[src/rtl/usb_rx_errstat.sv]
module usb_rx_errstat #(
  parameter int MAXW = 11,
  parameter int TW   = 8
) (
  input  logic            clk,
  input  logic            rst_n,
  input  logic            txn_start,
  input  logic            tick,
  input  logic [TW-1:0]   tmo_limit,
  input  logic            pkt_sop,
  input  logic            pkt_eop,
  input  logic            rx_valid,
  input  logic            rx_bit,
  input  logic            rx_se0,
  input  logic            is_in,
  input  logic            exp_tgl,
  input  logic            pkt_tgl,
  input  logic [MAXW-1:0] max_bytes,
  input  logic            txn_end,
  input  logic            wr_en,
  input  logic [4:0]      wr_data,
  output logic [4:0]      status
);
  localparam int BW = MAXW + 4;
  localparam logic [15:0] RESID = 16'h800D;
  localparam logic [15:0] POLY  = 16'h8005;

  logic [2:0]    ones;
  logic [BW-1:0] bits;
  logic [15:0]   crc;
  logic [TW-1:0] tcnt;
  logic armed, tmo_hit, in_pkt, got_pkt, stf, se0_bad;

  wire stuffed0 = rx_valid && in_pkt && !rx_bit && (ones == 3'd6);
  wire fb = crc[15] ^ rx_bit;
  wire [15:0] crc_nx = {crc[14:0], 1'b0} ^ (fb ? POLY : 16'h0000);
  wire [BW-1:0] lim = {1'b0, max_bytes, 3'b000} + BW'(16);
  wire overrun = got_pkt && (bits > lim);

  wire [4:0] fresh = {overrun,
                      stf | se0_bad | tmo_hit,
                      is_in && got_pkt && (crc != RESID),
                      is_in && got_pkt && (pkt_tgl != exp_tgl),
                      stf};

  always_ff @(posedge clk or negedge rst_n) begin
    if (!rst_n) begin
      ones <= '0; bits <= '0; crc <= '1; tcnt <= '0;
      armed <= 1'b0; tmo_hit <= 1'b0; in_pkt <= 1'b0;
      got_pkt <= 1'b0; stf <= 1'b0; se0_bad <= 1'b0;
    end else if (txn_start) begin
      armed <= 1'b1; tcnt <= '0; tmo_hit <= 1'b0; in_pkt <= 1'b0;
      got_pkt <= 1'b0; stf <= 1'b0; se0_bad <= 1'b0;
    end else begin
      if (armed && tick) begin
        if (tcnt == tmo_limit - TW'(1)) begin
          tmo_hit <= 1'b1;
          armed   <= 1'b0;
        end else begin
          tcnt <= tcnt + TW'(1);
        end
      end
      if (pkt_sop) begin
        in_pkt <= 1'b1; got_pkt <= 1'b1; armed <= 1'b0;
        crc <= '1; bits <= '0; ones <= '0;
      end else if (pkt_eop) begin
        in_pkt <= 1'b0;
      end else if (in_pkt) begin
        if (rx_se0) se0_bad <= 1'b1;
        if (rx_valid) begin
          if (rx_bit) begin
            if (ones == 3'd6) stf <= 1'b1;
            else ones <= ones + 3'd1;
          end else begin
            ones <= '0;
          end
          if (!stuffed0) begin
            crc <= crc_nx;
            if (bits != '1) bits <= bits + BW'(1);
          end
        end
      end
    end
  end

  always_ff @(posedge clk or negedge rst_n) begin
    if (!rst_n)       status <= '0;
    else if (txn_end) status <= fresh;
    else if (wr_en)   status <= status & wr_data;
  end
endmodule


[config.mk]
export PLATFORM = sky130hd
export DESIGN_NAME = usb_rx_errstat
export DESIGN_NICKNAME = d
export VERILOG_FILES = /design/src/rtl/usb_rx_errstat.sv
export SDC_FILE = /design/constraint.sdc
export NUM_CORES = 1
export LEC_CHECK = 0
export BUFFER_PORTS_ARGS = -buffer_cell sky130_fd_sc_hd__buf_2
export CORE_AREA = 3 3 124 78
export CTS_CLUSTER_DIAMETER = 150
export DETAILED_ROUTE_END_ITERATION = 10
export DIE_AREA = 0 0 127 81
export GPL_TIMING_DRIVEN = 0
export SYNTH_ARGS = -nofsm -noshare
export SYNTH_HDL_FRONTEND = slang
export SYNTH_SLANG_ARGS = --single-unit
[constraint.sdc]
create_clock -name clk -period 3.88 [get_ports clk]
set_clock_uncertainty 0.1 [all_clocks]
set_input_delay 0.194 -clock clk [delete_from_list [all_inputs] [get_ports clk]]
set_output_delay 0.194 -clock clk [all_outputs]
set_load 0.05 [all_outputs]
**Word level (Yosys, flattened, before mapping)**

Index checks and enable logic that the tools add are counted.

- Register bits: 53
- Input port bits: 38
- Output and inout port bits: 5
- Word-level logic and storage cells: 113

- $add $sub $neg: 5
- Magnitude comparators: 1
- Equality and inequality tests: 11
- Mux-type cells: 47
- Bitwise gates (word level): 6
- Reductions and logical operators: 32

Operators by type and width:

| cell | number |
|---|---|
| two-way mux 16 bit | 6 |
| two-way mux 15 bit | 6 |
| two-way mux 1 bit | 24 |
| two-way mux 8 bit | 3 |
| nonzero test 2 bit | 12 |
| two-way mux 3 bit | 6 |
| != test 16 bit (second input constant) | 1 |
| XOR 16 bit | 1 |
| adder 14 x 5 -> 15 bit (second input constant) | 1 |
| adder 15 x 1 -> 15 bit (second input constant) | 1 |
| greater-than comparator 15 bit | 1 |
| != test 15 bit (second input constant) | 1 |
| AND reduction 6 bit | 2 |
| two-way mux 5 bit | 2 |
| != test 2 bit (second input constant) | 5 |
| AND reduction 5 bit | 2 |
| nonzero test 3 bit | 3 |
| adder 8 x 1 -> 8 bit (second input constant) | 1 |
| == test 8 bit | 1 |
| logical AND 1 bit | 8 |
| subtractor 8 x 1 -> 8 bit (second input constant) | 1 |
| AND reduction 2 bit | 3 |
| AND 5 bit | 1 |
| AND reduction 4 bit | 1 |
| 8 further kinds | 9 |

**Logic depth before layout (Yosys ltp)**

Gate-level depths: netlist of the first run.

- Depth after elaboration: 8
- Mapped depth: 10
- Depth with buffers taken out: 10

**Worst setup path before layout of the first run**

No wires, ideal clock.

- Kind: in2reg
- From: in max_bytes[1]
- To: reg status[4]
- Setup time: 129 ps
- Arrival time: 1,863 ps
- Data required time: 3,651 ps
- Setup slack: 1,788 ps
- Stages: 10
- Buffers on the path: 0
- Cells stage by stage: ha_1 > and3_1 > nand3_1 > xor2_1 > ha_1 > and4_1 > nand3_1 > o311ai_0 > o21a_1 > a31oi_1

- Cells in the longest elaborated chain, start to end: 4

Ends and longest elaborated chain:

| element | RTL line | text |
|---|---|---|
| start, declared | 18 | `input logic [MAXW-1:0] max_bytes,` |
| adder 14 x 5 -> 15 bit | 37 | `wire [BW-1:0] lim = {1'b0, max_bytes, 3'b000} + BW'(16);` |
| greater-than comparator 15 bit | 38 | `wire overrun = got_pkt && (bits > lim);` |
| logical AND 1 bit | 38 |  |
| two-way mux 5 bit | 88 | `else if (txn_end) status <= fresh;` |
| end signal, assigned | 88 |  |
| end signal, assigned | 89 | `else if (wr_en) status <= status & wr_data;` |
| end, declared | 22 | `output logic [4:0] status` |

No other way between the ends.
A chain may end at the register's enable or synchronous reset.

**Worst setup path after layout of the first run**

- From: reg ones[0]
- To: reg crc[8]

- Cells in the longest elaborated chain, start to end: 4

Ends and longest elaborated chain:

| element | RTL line | text |
|---|---|---|
| start, declared | 28 | `logic [2:0] ones;` |
| start signal, assigned | 73 | `else ones <= ones + 3'd1;` |
| == test 3 bit | 34 | `wire stuffed0 = rx_valid && in_pkt && !rx_bit && (ones == 3'd6);` |
| logical AND 1 bit | 34 |  |
| != test 2 bit (no line) | n/a |  |
| AND reduction 5 bit (no line) | n/a |  |
| end signal, assigned | 78 | `crc <= crc_nx;` |
| end, declared | 30 | `logic [15:0] crc;` |

No other way between the ends.

==> results.py, run 1 <==
metrics = {
    "cts": {
        "h-tree-depth": 2,
        "cts-resized-gates": 0,
        "clockRootBuffer": "clkbuf_16",
        "cts_sinks": 53,
        "clk_path_buf_depth": 2,
        "cts_tree": "built",
        "clock_latency_ns": 0.30,
        "cts.hold.buffers_added": 0,
        "post_cts_buffers": 0,
        "numCtsBuffers": 5,
        "clk_pin_slew_worst_paths_ns": 0.07,
    },
    "worst_setup_path": {
        "worst-path-buf-inv": 3,
        "crit_slowest_cell": "o41ai_1",
        "crit_start": "ones[0]",
        "path_common_cell": "nand2_1",
        "max_stage_delay_ns": 0.72,
        "worstPathCellList": "inv_1 -> ha_1 -> nand2_1 -> o41ai_1 -> clkbuf_1 -> buf_2 -> nand2_1 -> o21ai_0",
        "r2r_slack_ns": 1.36,
        "path_depth": 8,
        "r2r_end": "crc[8]",
        "worstPathArrival_ns": 2.63,
        "r2r_start": "ones[0]",
        "cp_max_fo": 10,
        "reg2reg_depth": 8,
        "crit_end": "crc[8]",
        "crit_required_ns": 3.99,
        "crit_path_end_kind": "flop",
        "crit_path_start_kind": "flop",
        "crit_type": "flop to flop",
        "path_delay_family": "compound AO/OA/AOI/OAI gates",
    },
    "timing": {
        "fmax_ghz": 0.398,
        "hold_viol_final": 0,
        "worstMarginPinSlew_ns": 1.20,
        "relSlewSlack_pct": 20.3,
        "setup_viol": 0,
        "fin_setup_tns_ns": 0,
        "fin_crit_ns": 2.52,
        "drv_slew": 0,
        "rsz0062_at_grt": "false",
        "period_share_pct": 64.8,
    },
    "finish": {
        "drive_gt1_share_pct": 20.1,
        "finish.cell_count_without_fillers": 549,
        "finalNetCount": 493,
        "fill_cells": 812,
        "multiInputGateArea_mm2": 0.00197,
        "area_growth_pct": 15.5,
        "diodes": 0,
        "final-seq-area_mm2": 0.00135,
    },
    "placed_design": {
        "place_inst": 541,
        "io_buffers": 40,
        "dp_hpwl_mm": 6.23,
        "globalplace.congestion": 0.821,
    },
    "pwr": {
        "comb_power_share_pct": 15.6,
        "power.density_mw_per_mm2": 374,
        "p_clk_share_pct": 39.0,
        "seq_power_share_pct": 45.5,
        "max-vdd-ir-drop_mv": 0.203,
        "p_leak_nw": 1.74,
        "swShare_pct": 26.1,
        "power_switching_uw": 386,
        "cellInternalPower_mw": 1.09,
    },
    "global_route": {
        "grt_overflow": 0,
        "grtUsageTotal_pct": 16.7,
        "grt_pass1_wl_mm": 13.8,
        "antenna_found_initial": 0,
        "grt_pass1_vias": 2726,
        "grt_max_degree": 54,
    },
    "route": {
        "ant_nets": 0,
        "num_vias": 2968,
        "dr.pass1.iters": 5,
        "drc": 0,
        "drt-vias-per-instance": 5.41,
        "drt-total-wl_mm": 8.21,
        "drt_first_iter_violations": 276,
        "wl_per_cell_um": 15.0,
    },
    "die": {
        "coreArea_mm2": 0.00852,
        "die_area_mm2": 0.0103,
        "boundaryPins": 43,
        "placementRows": 26,
        "start_util_pct": 40.1,
        "die-height_um": 81,
        "die_w_um": 127,
    },
    "synthesis": {
        "synth_cell_types": 57,
        "syn_inst": 389,
        "synthTopCellsByArea": "dfrtp_1, dfstp_2, o21ai_0, ha_1, nor2_1",
        "synth_nets": 446,
        "syn_avg_cell_area_um2": 8.78,
        "synth_async_sr_flop_share_pct": 100,
        "synth_top_area_share_pct": 27.1,
        "syn_area_mm2": 0.00341,
        "yosys.area.top_type": "dfrtp_1",
        "synth-seq-cells": 53,
        "synth_flop_cell": "dfrtp_1",
        "synth_edf_count": 0,
        "yosysSeqAreaShare_pct": 39.4,
        "yosysWarnings": 0,
    },
    "status": {
        "status": "finished, final reports clean",
    },
    "job": {
        "drv_cap": 0,
    },
    "worst_hold_path": {
        "hold_class": "input pin to async pin",
    },
}
## routing by layer
layer | global-route usage (%) | wire [µm] | vias to the layer above | share of wire, %
li1 | - | - | 1481 | -
met1 | 27.0 | 4530 | 1409 | 55
met2 | 22.2 | 3190 | 71 | 39
met3 | 3.42 | 440 | 7 | 5.4
met4 | 3.43 | 48 | 0 | 0.58
met5 | 0 | 0 | - | 0
## final cells by class
type | count | area share, %
plain buffers | 12 | 1.30
flip-flops and latches | 53 | 34.1
clock buffers | 5 | 3.17
clock inverters | 3 | 1.65
well taps | 112 | 3.55
multi-input cells | 311 | 49.9
inverters | 13 | 1.24
repair buffers | 40 | 5.07
## sequential cells by signal (all words and copies together) (netlist names)
| name | flops |
|---|---|
| ones | 3 |
| tmo_hit | 1 |
| armed | 1 |
| stf | 1 |
| status | 5 |
| got_pkt | 1 |
| bits | 15 |
| crc | 16 |
| se0_bad | 1 |
| tcnt | 8 |
| in_pkt | 1 |
## metrics by stage
| step | util (%) | power (mW) | setup WS, ns | hold WS, ns | cell area, µm² |
|---|---|---|---|---|---|
| after floorplan | - | 0.821 | 1.79 | -0.202 | 3410 |
| after global placement | 44.1 | 0.899 | 1.37 | 0.373 | 3750 |
| after detailed placement | 44.1 | 0.909 | 1.37 | 0.377 | 3750 |
| after CTS | 46.3 | 1.48 | 1.39 | 0.0734 | 3950 |
| after global routing | 46.3 | 1.56 | 1.11 | 0.102 | 3950 |
| final | 46.3 | 1.48 | 1.36 | 0.0408 | 3950 |
## cells in the final DEF, fill, tap and decap left out, types with 4 or more instances in the layout
master / count
inv_1: 13
nor2b_1: 10
mux2_2: 7
nor3_1: 5
nor2_1: 47
ha_1: 19
nand3_1: 17
nand2_1: 42
o31ai_1: 4
clkbuf_16: 5
nor4_1: 8
dfrtp_1: 37
xor2_1: 14
clkbuf_1: 6
o22ai_1: 4
and3_1: 8
dfstp_2: 16
a21oi_1: 8
buf_2: 45
nand2b_1: 6
xnor2_1: 15
o21ai_0: 48
o21a_1: 4
## worst reg2reg max path: cells and delay by family, from the launching register on
kind                       cells  cell delay [ns]
DFF                            1             0.40
and+or+nand+nor                2             0.17
buffers and inverters          3             0.80
AOI/OAI and AO/OA              2             0.81
adders and majority gates      1             0.16
## worst min-delay path by stage
stage / startpoint / endpoint / cells after the start
floorplan: rst_n / armed / 0
global placement: rx_se0 / se0_bad / 3
detailed placement: rx_se0 / se0_bad / 3
CTS: rx_se0 / se0_bad / 3
global route: rx_se0 / se0_bad / 3
finish: rst_n / tcnt[1] / 1
## logic make-up after synthesis
kind of cell / after synthesis / share of synthesized area [%]
adder cells (fa/ha/maj): 19 / 6.96
multiplexers: 8 / 2.60
AND/OR/NAND/NOR: 166 / 25.1
flip-flops: 53 / 39.4
buffers and inverters: 25 / 2.93
AO/OA/AOI/OAI: 89 / 15.6
XOR/XNOR: 29 / 7.44
## cells in the mapped netlist (2+ instances only)
cell type  instances
dfrtp_1           37
a31oi_1            3
and4_1             3
dfstp_2           16
nand4b_1           2
nand2_1           42
o211ai_1           3
nor4_4             2
o31ai_1            4
clkbuf_1           6
nor4_1             8
o22ai_1            4
nor4b_1            2
mux2_2             7
a21oi_1            8
o2111ai_1          2
xor2_1            14
o21a_1             4
nand2b_1           6
ha_1              19
o21ai_0           48
nor2b_1           10
nand3_1           17
and3_1             8
inv_1             13
buf_2              5
xnor2_1           15
nor3_1             5
nor2_1            47
nand4_1            2
## power groups by stage
stage          Sequential (mW)  Clock, mW  Combinational (mW)
6_report                 0.671      0.575               0.230
5_1_grt                  0.680      0.614               0.264
4_1_cts                  0.671      0.583               0.231
3_5_place_dp             0.680          0               0.229
3_3_place_gp             0.678          0               0.221
2_1_floorplan            0.674          0               0.147
Power figures use the tool's default switching activity.
==> run 2: changes to the inputs <==
==> constraint.sdc (replaced) <==
create_clock -name clk -period 2.4 [get_ports clk]
set_clock_uncertainty 0.1 [all_clocks]
set_input_delay 0.12 -clock clk [delete_from_list [all_inputs] [get_ports clk]]
set_output_delay 0.12 -clock clk [all_outputs]
set_load 0.05 [all_outputs]
==> results.py, run 2 (synthesis gave the netlist of run 1 again) <==
metrics = {
    "status": {
        "status": "complete, but fails checks",
        "violations": "hold timing",
    },
    "finish": {
        "drive_gt1_share_pct": 20.8,
        "area_growth_pct": 16.3,
        "top_register": "crc",
        "fill_cells": 809,
        "largestRegisters": "crc (16), bits (15), tcnt (8)",
        "diodes": 0,
        "mostFrequentLayoutCell": "o21ai_0",
        "final_cell_mix": "o21ai_0, nor2_1, buf_2, nand2_1, dfrtp_1",
        "largest_reg_flops": 16,
        "finish.cell_count_without_fillers": 550,
        "finalNetCount": 494,
    },
    "die": {
        "die-height_um": 81,
        "placementRows": 26,
        "die_w_um": 127,
        "start_util_pct": 40.1,
        "boundaryPins": 43,
        "die_area_mm2": 0.0103,
        "coreArea_mm2": 0.00852,
    },
    "timing": {
        "drv_slew": 0,
        "worstMarginPinSlew_ns": 1.20,
        "relSlewSlack_pct": 20.0,
        "fin_crit_ns": 2.25,
        "fmax_ghz": 0.445,
        "setup_viol": 0,
        "rsz0062_at_grt": "false",
        "hold_ws_ns": -0.0318,
        "hold_viol_final": 33,
        "period_share_pct": 93.7,
    },
    "route": {
        "wl_per_cell_um": 15.0,
        "drt-vias-per-instance": 5.46,
        "drc": 0,
        "drt-total-wl_mm": 8.26,
        "ant_nets": 0,
        "drt_first_iter_violations": 268,
        "dr.pass1.iters": 4,
        "num_vias": 3004,
    },
    "cts": {
        "post_cts_buffers": 0,
        "numCtsBuffers": 5,
        "cts_tree": "built",
        "cts_sinks": 53,
        "clk_pin_slew_worst_paths_ns": 0.07,
        "h-tree-depth": 2,
        "clockRootBuffer": "clkbuf_16",
        "clk_path_buf_depth": 2,
        "clock_latency_ns": 0.30,
    },
    "worst_setup_path": {
        "cp_max_fo": 10,
        "crit_path_start_kind": "flop",
        "crit_path_end_kind": "flop",
        "crit_slowest_cell": "a21oi_2",
        "worstPathArrival_ns": 2.33,
        "crit_type": "flop to flop",
        "crit_required_ns": 2.49,
        "max_stage_delay_ns": 0.42,
        "worstPathCellList": "xnor2_1 -> xor2_1 -> nand4_1 -> a21oi_2 -> o22ai_1 -> mux2_2",
    },
    "global_route": {
        "antenna_found_initial": 0,
        "grtUsageTotal_pct": 16.7,
        "grt_pass1_wl_mm": 13.8,
        "grt_overflow": 0,
        "grt_max_degree": 54,
        "grt_pass1_vias": 2730,
    },
    "pwr": {
        "max-vdd-ir-drop_mv": 0.329,
        "p_leak_nw": 1.75,
        "power.total_mw": 2.40,
        "power.density_mw_per_mm2": 603,
    },
    "placed_design": {
        "globalplace.congestion": 0.821,
        "io_buffers": 40,
        "dp_hpwl_mm": 6.23,
        "place_inst": 541,
    },
    "worst_hold_path": {
        "hold_class": "input pin to async pin",
    },
    "job": {
        "drv_cap": 0,
    },
}
-- run 2: changes by cell type in the layout (fill, tap and decap cells not counted) --
cell           delta
o41ai_2           +1
o41ai_1           -1
o2111ai_1         -1
clkbuf_1          -1
o2111ai_2         +1
dlygate4sd3_1     +1
clkbuf_2          +1
-- run 2: timing repair --
| action | CTS | global route |
|---|---|---|
| resized for setup | 1 | 3 |
| gates cloned | 0 | 0 |
| endpoints found under the hold margin | 1 | 0 |
| hold buffers | 1 | 0 |
| endpoints found under the setup margin | 22 | 19 |
-- run 2: area by class of cell --
type                    instances  area (µm²)  area share (%)
flip-flops and latches         53        1350            33.9
plain buffers                  12        52.6            1.32
clock buffers                   5         125            3.15
inverters                      13        48.8            1.23
repair buffers                 41         210            5.29
multi-input cells             311        1980            49.9
clock inverters                 3        65.1            1.64
well taps                     112         140            3.53
-- run 2: power breakdown --
part	leakage [nW]	total, mW	switching [mW]	internal (mW)
clock	0.0938	0.934	0.338	0.596
sequential	0.673	1.08	0.0715	1.01
combinational	0.980	0.376	0.221	0.156
-- run 2: through the flow --
stage	area, µm²	hold WS [ns]	utilization, %	setup TNS [ns]	setup WS, ns
after floorplan	3410	-0.276	-	0	0.382
after global placement	3750	0.299	44.1	-0.439	-0.0385
after detailed placement	3750	0.303	44.1	-1.27	-0.0866
after CTS	3960	0.0133	46.5	0	0.116
after global routing	3970	0.0314	46.6	0	0.0479
final	3970	-0.0318	46.6	0	0.150
-- run 2: worst paths after layout --
kind                        endpoint     from  slack (ns)  depth (start not counted)
min reg2reg                   crc[3]   crc[3]        0.39                          2
min                          tcnt[1]    rst_n       -0.03                          1
max reg2reg                  tcnt[0]  tcnt[7]        0.15                          6
max in group asynchronous    ones[1]    rst_n        1.49                          1
min in group clk           status[1]    is_in        0.02                          3
max                          tcnt[0]  tcnt[7]        0.15                          6
-- run 2: per-layer routing --
layer / track usage, % / wire length (µm)
met5: 0 / 0
met4: 3.43 / 48
met3: 3.42 / 386
met2: 22.2 / 3270
met1: 27.1 / 4550
-- run 2: worst max-delay path: cells and delay by family (launching register included) --
| family | cells | cell delay [ns] |
|---|---|---|
| simple gates | 1 | 0.13 |
| compound gates | 2 | 0.65 |
| flops | 1 | 0.40 |
| mux | 1 | 0.31 |
| xor+xnor | 2 | 0.54 |
==> run 3: changes to the inputs <==
--- a/config.mk
+++ b/config.mk
@@ -11,6 +11,7 @@
 export DETAILED_ROUTE_END_ITERATION = 10
 export DIE_AREA = 0 0 127 81
 export GPL_TIMING_DRIVEN = 0
+export RECOVER_POWER = 25
 export SYNTH_ARGS = -nofsm -noshare
 export SYNTH_HDL_FRONTEND = slang
 export SYNTH_SLANG_ARGS = --single-unit
==> constraint.sdc (replaced) <==
create_clock -name clk -period 2.4 [get_ports clk]
set_clock_uncertainty 0.1 [all_clocks]
set_input_delay 0.24 -clock clk [delete_from_list [all_inputs] [get_ports clk]]
set_output_delay 0.24 -clock clk [all_outputs]
set_load 0.05 [all_outputs]
==> results.py, run 3 (synthesis gave the netlist of run 1 again) <==
metrics = {
    "status": {
        "status": "finished, final reports clean",
    },
    "route": {
        "drt_first_iter_violations": 286,
        "drt-total-wl_mm": 8.25,
        "drc": 0,
        "ant_nets": 0,
        "dr.pass1.iters": 6,
        "num_vias": 3004,
        "drt-vias-per-instance": 5.47,
        "wl_per_cell_um": 15.0,
    },
    "global_route": {
        "antenna_found_initial": 0,
        "grt_pass1_wl_mm": 13.8,
        "grt_max_degree": 54,
        "grtUsageTotal_pct": 16.7,
        "grt_overflow": 0,
        "grt_pass1_vias": 2727,
    },
    "worst_setup_path": {
        "worstPathArrival_ns": 2.32,
        "crit_type": "flop to flop",
        "reg2reg_depth": 6,
        "cp_max_fo": 10,
        "r2r_end": "tcnt[0]",
        "crit_path_start_kind": "flop",
        "crit_slowest_cell": "a21oi_2",
        "crit_start": "tcnt[7]",
        "crit_path_end_kind": "flop",
        "crit_required_ns": 2.48,
        "r2r_start": "tcnt[7]",
        "r2r_slack_ns": 0.16,
        "max_stage_delay_ns": 0.41,
        "worstPathCellList": "xnor2_1 -> xor2_1 -> nand4_1 -> a21oi_2 -> o22ai_1 -> mux2_2",
    },
    "finish": {
        "final_cell_mix": "o21ai_0, nor2_1, buf_2, nand2_1, dfrtp_1",
        "largestRegisters": "crc (16), bits (15), tcnt (8)",
        "stdcell_area_mm2": 0.00396,
        "diodes": 0,
        "drive_gt1_share_pct": 20.6,
        "finalNetCount": 493,
        "finish.cell_count_without_fillers": 549,
        "mostFrequentLayoutCell": "o21ai_0",
        "largest_reg_flops": 16,
        "top_register": "crc",
        "area_growth_pct": 15.9,
        "final_core_util_pct": 46.4,
    },
    "timing": {
        "rsz0062_at_grt": "false",
        "setup_viol": 0,
        "drv_slew": 0,
        "fin_crit_ns": 2.24,
        "hold_ws_ns": 0.136,
        "hold_viol_final": 0,
        "worstMarginPinSlew_ns": 1.32,
        "fmax_ghz": 0.447,
        "fin_setup_tns_ns": 0,
        "relSlewSlack_pct": 11.8,
        "period_share_pct": 93.2,
        "layout_setup_ws_ns": 0.164,
    },
    "cts": {
        "cts_tree": "built",
        "cts.hold.buffers_added": 0,
        "numCtsBuffers": 5,
        "clk_path_buf_depth": 2,
        "h-tree-depth": 2,
        "clockRootBuffer": "clkbuf_16",
        "clk_pin_slew_worst_paths_ns": 0.07,
        "cts_sinks": 53,
        "clock_latency_ns": 0.30,
    },
    "job": {
        "drv_cap": 0,
    },
    "pwr": {
        "power.density_mw_per_mm2": 604,
        "p_leak_nw": 1.74,
        "max-vdd-ir-drop_mv": 0.329,
        "power.total_mw": 2.39,
    },
    "die": {
        "die_area_mm2": 0.0103,
        "die_w_um": 127,
        "start_util_pct": 40.1,
        "boundaryPins": 43,
        "die-height_um": 81,
        "placementRows": 26,
        "coreArea_mm2": 0.00852,
    },
    "placed_design": {
        "globalplace.congestion": 0.821,
        "postPlaceCellArea_mm2": 0.00375,
        "io_buffers": 40,
        "dp_hpwl_mm": 6.23,
        "pre_cts_slack_ns": -0.152,
        "place_inst": 541,
    },
    "worst_hold_path": {
        "hold_class": "input pin to async pin",
    },
}
-- run 3: changes by cell type in the layout (fill, tap and decap cells not counted), sizes merged --
| cell | delta |
|---|---|
| dlygate4sd3 | -1 |
| clkbuf | +3 |
| buf | -3 |
-- run 3: power breakdown --
group          leakage (nW)  internal [mW]  switching [mW]
Sequential            0.673           1.01          0.0717
Combinational         0.973          0.154           0.221
Clock                0.0938          0.596           0.336
Total                  1.74           1.76           0.628
-- run 3: worst max path at each step --
| stage | endpoint | slack (ns) |
|---|---|---|
| floorplan | status[4] | 0.26 |
| global placement | status[4] | -0.16 |
| detailed placement | status[4] | -0.15 |
| CTS | crc[8] | 0.12 |
| global route | status[4] | 0.03 |
| finish | tcnt[0] | 0.16 |
-- run 3: worst max-delay path: cells and delay by family (launching register included) --
family           cells  cell delay (ns)
AO/OA/AOI/OAI        2             0.64
XOR/XNOR             2             0.53
flip-flops           1             0.40
multiplexers         1             0.31
AND/OR/NAND/NOR      1             0.13
-- run 3: timing repair --
action | 4_1_cts | 5_1_grt
hold endpoints to repair | 0 | 0
setup endpoints to repair | 22 | 20
resized for setup | 1 | 4
buffers inserted | 0 | 0
gates cloned | 0 | 0
-- run 3: per-layer routing --
metal | GRT usage (%) | routed length (µm) | up-vias
li1 | - | - | 1479
met1 | 27.1 | 4520 | 1441
met2 | 22.2 | 3240 | 77
met3 | 3.42 | 442 | 7
met4 | 3.43 | 48 | 0
met5 | 0 | 0 | -
-- run 3: layout make-up --
type | count | area [µm²]
multi-input cells | 311 | 1980
well taps | 112 | 140
plain buffers | 12 | 51.3
flip-flops and latches | 53 | 1350
fillers | 811 | 4560
repair buffers | 40 | 200
inverters | 13 | 48.8
clock inverters | 3 | 65.1
clock buffers | 5 | 125
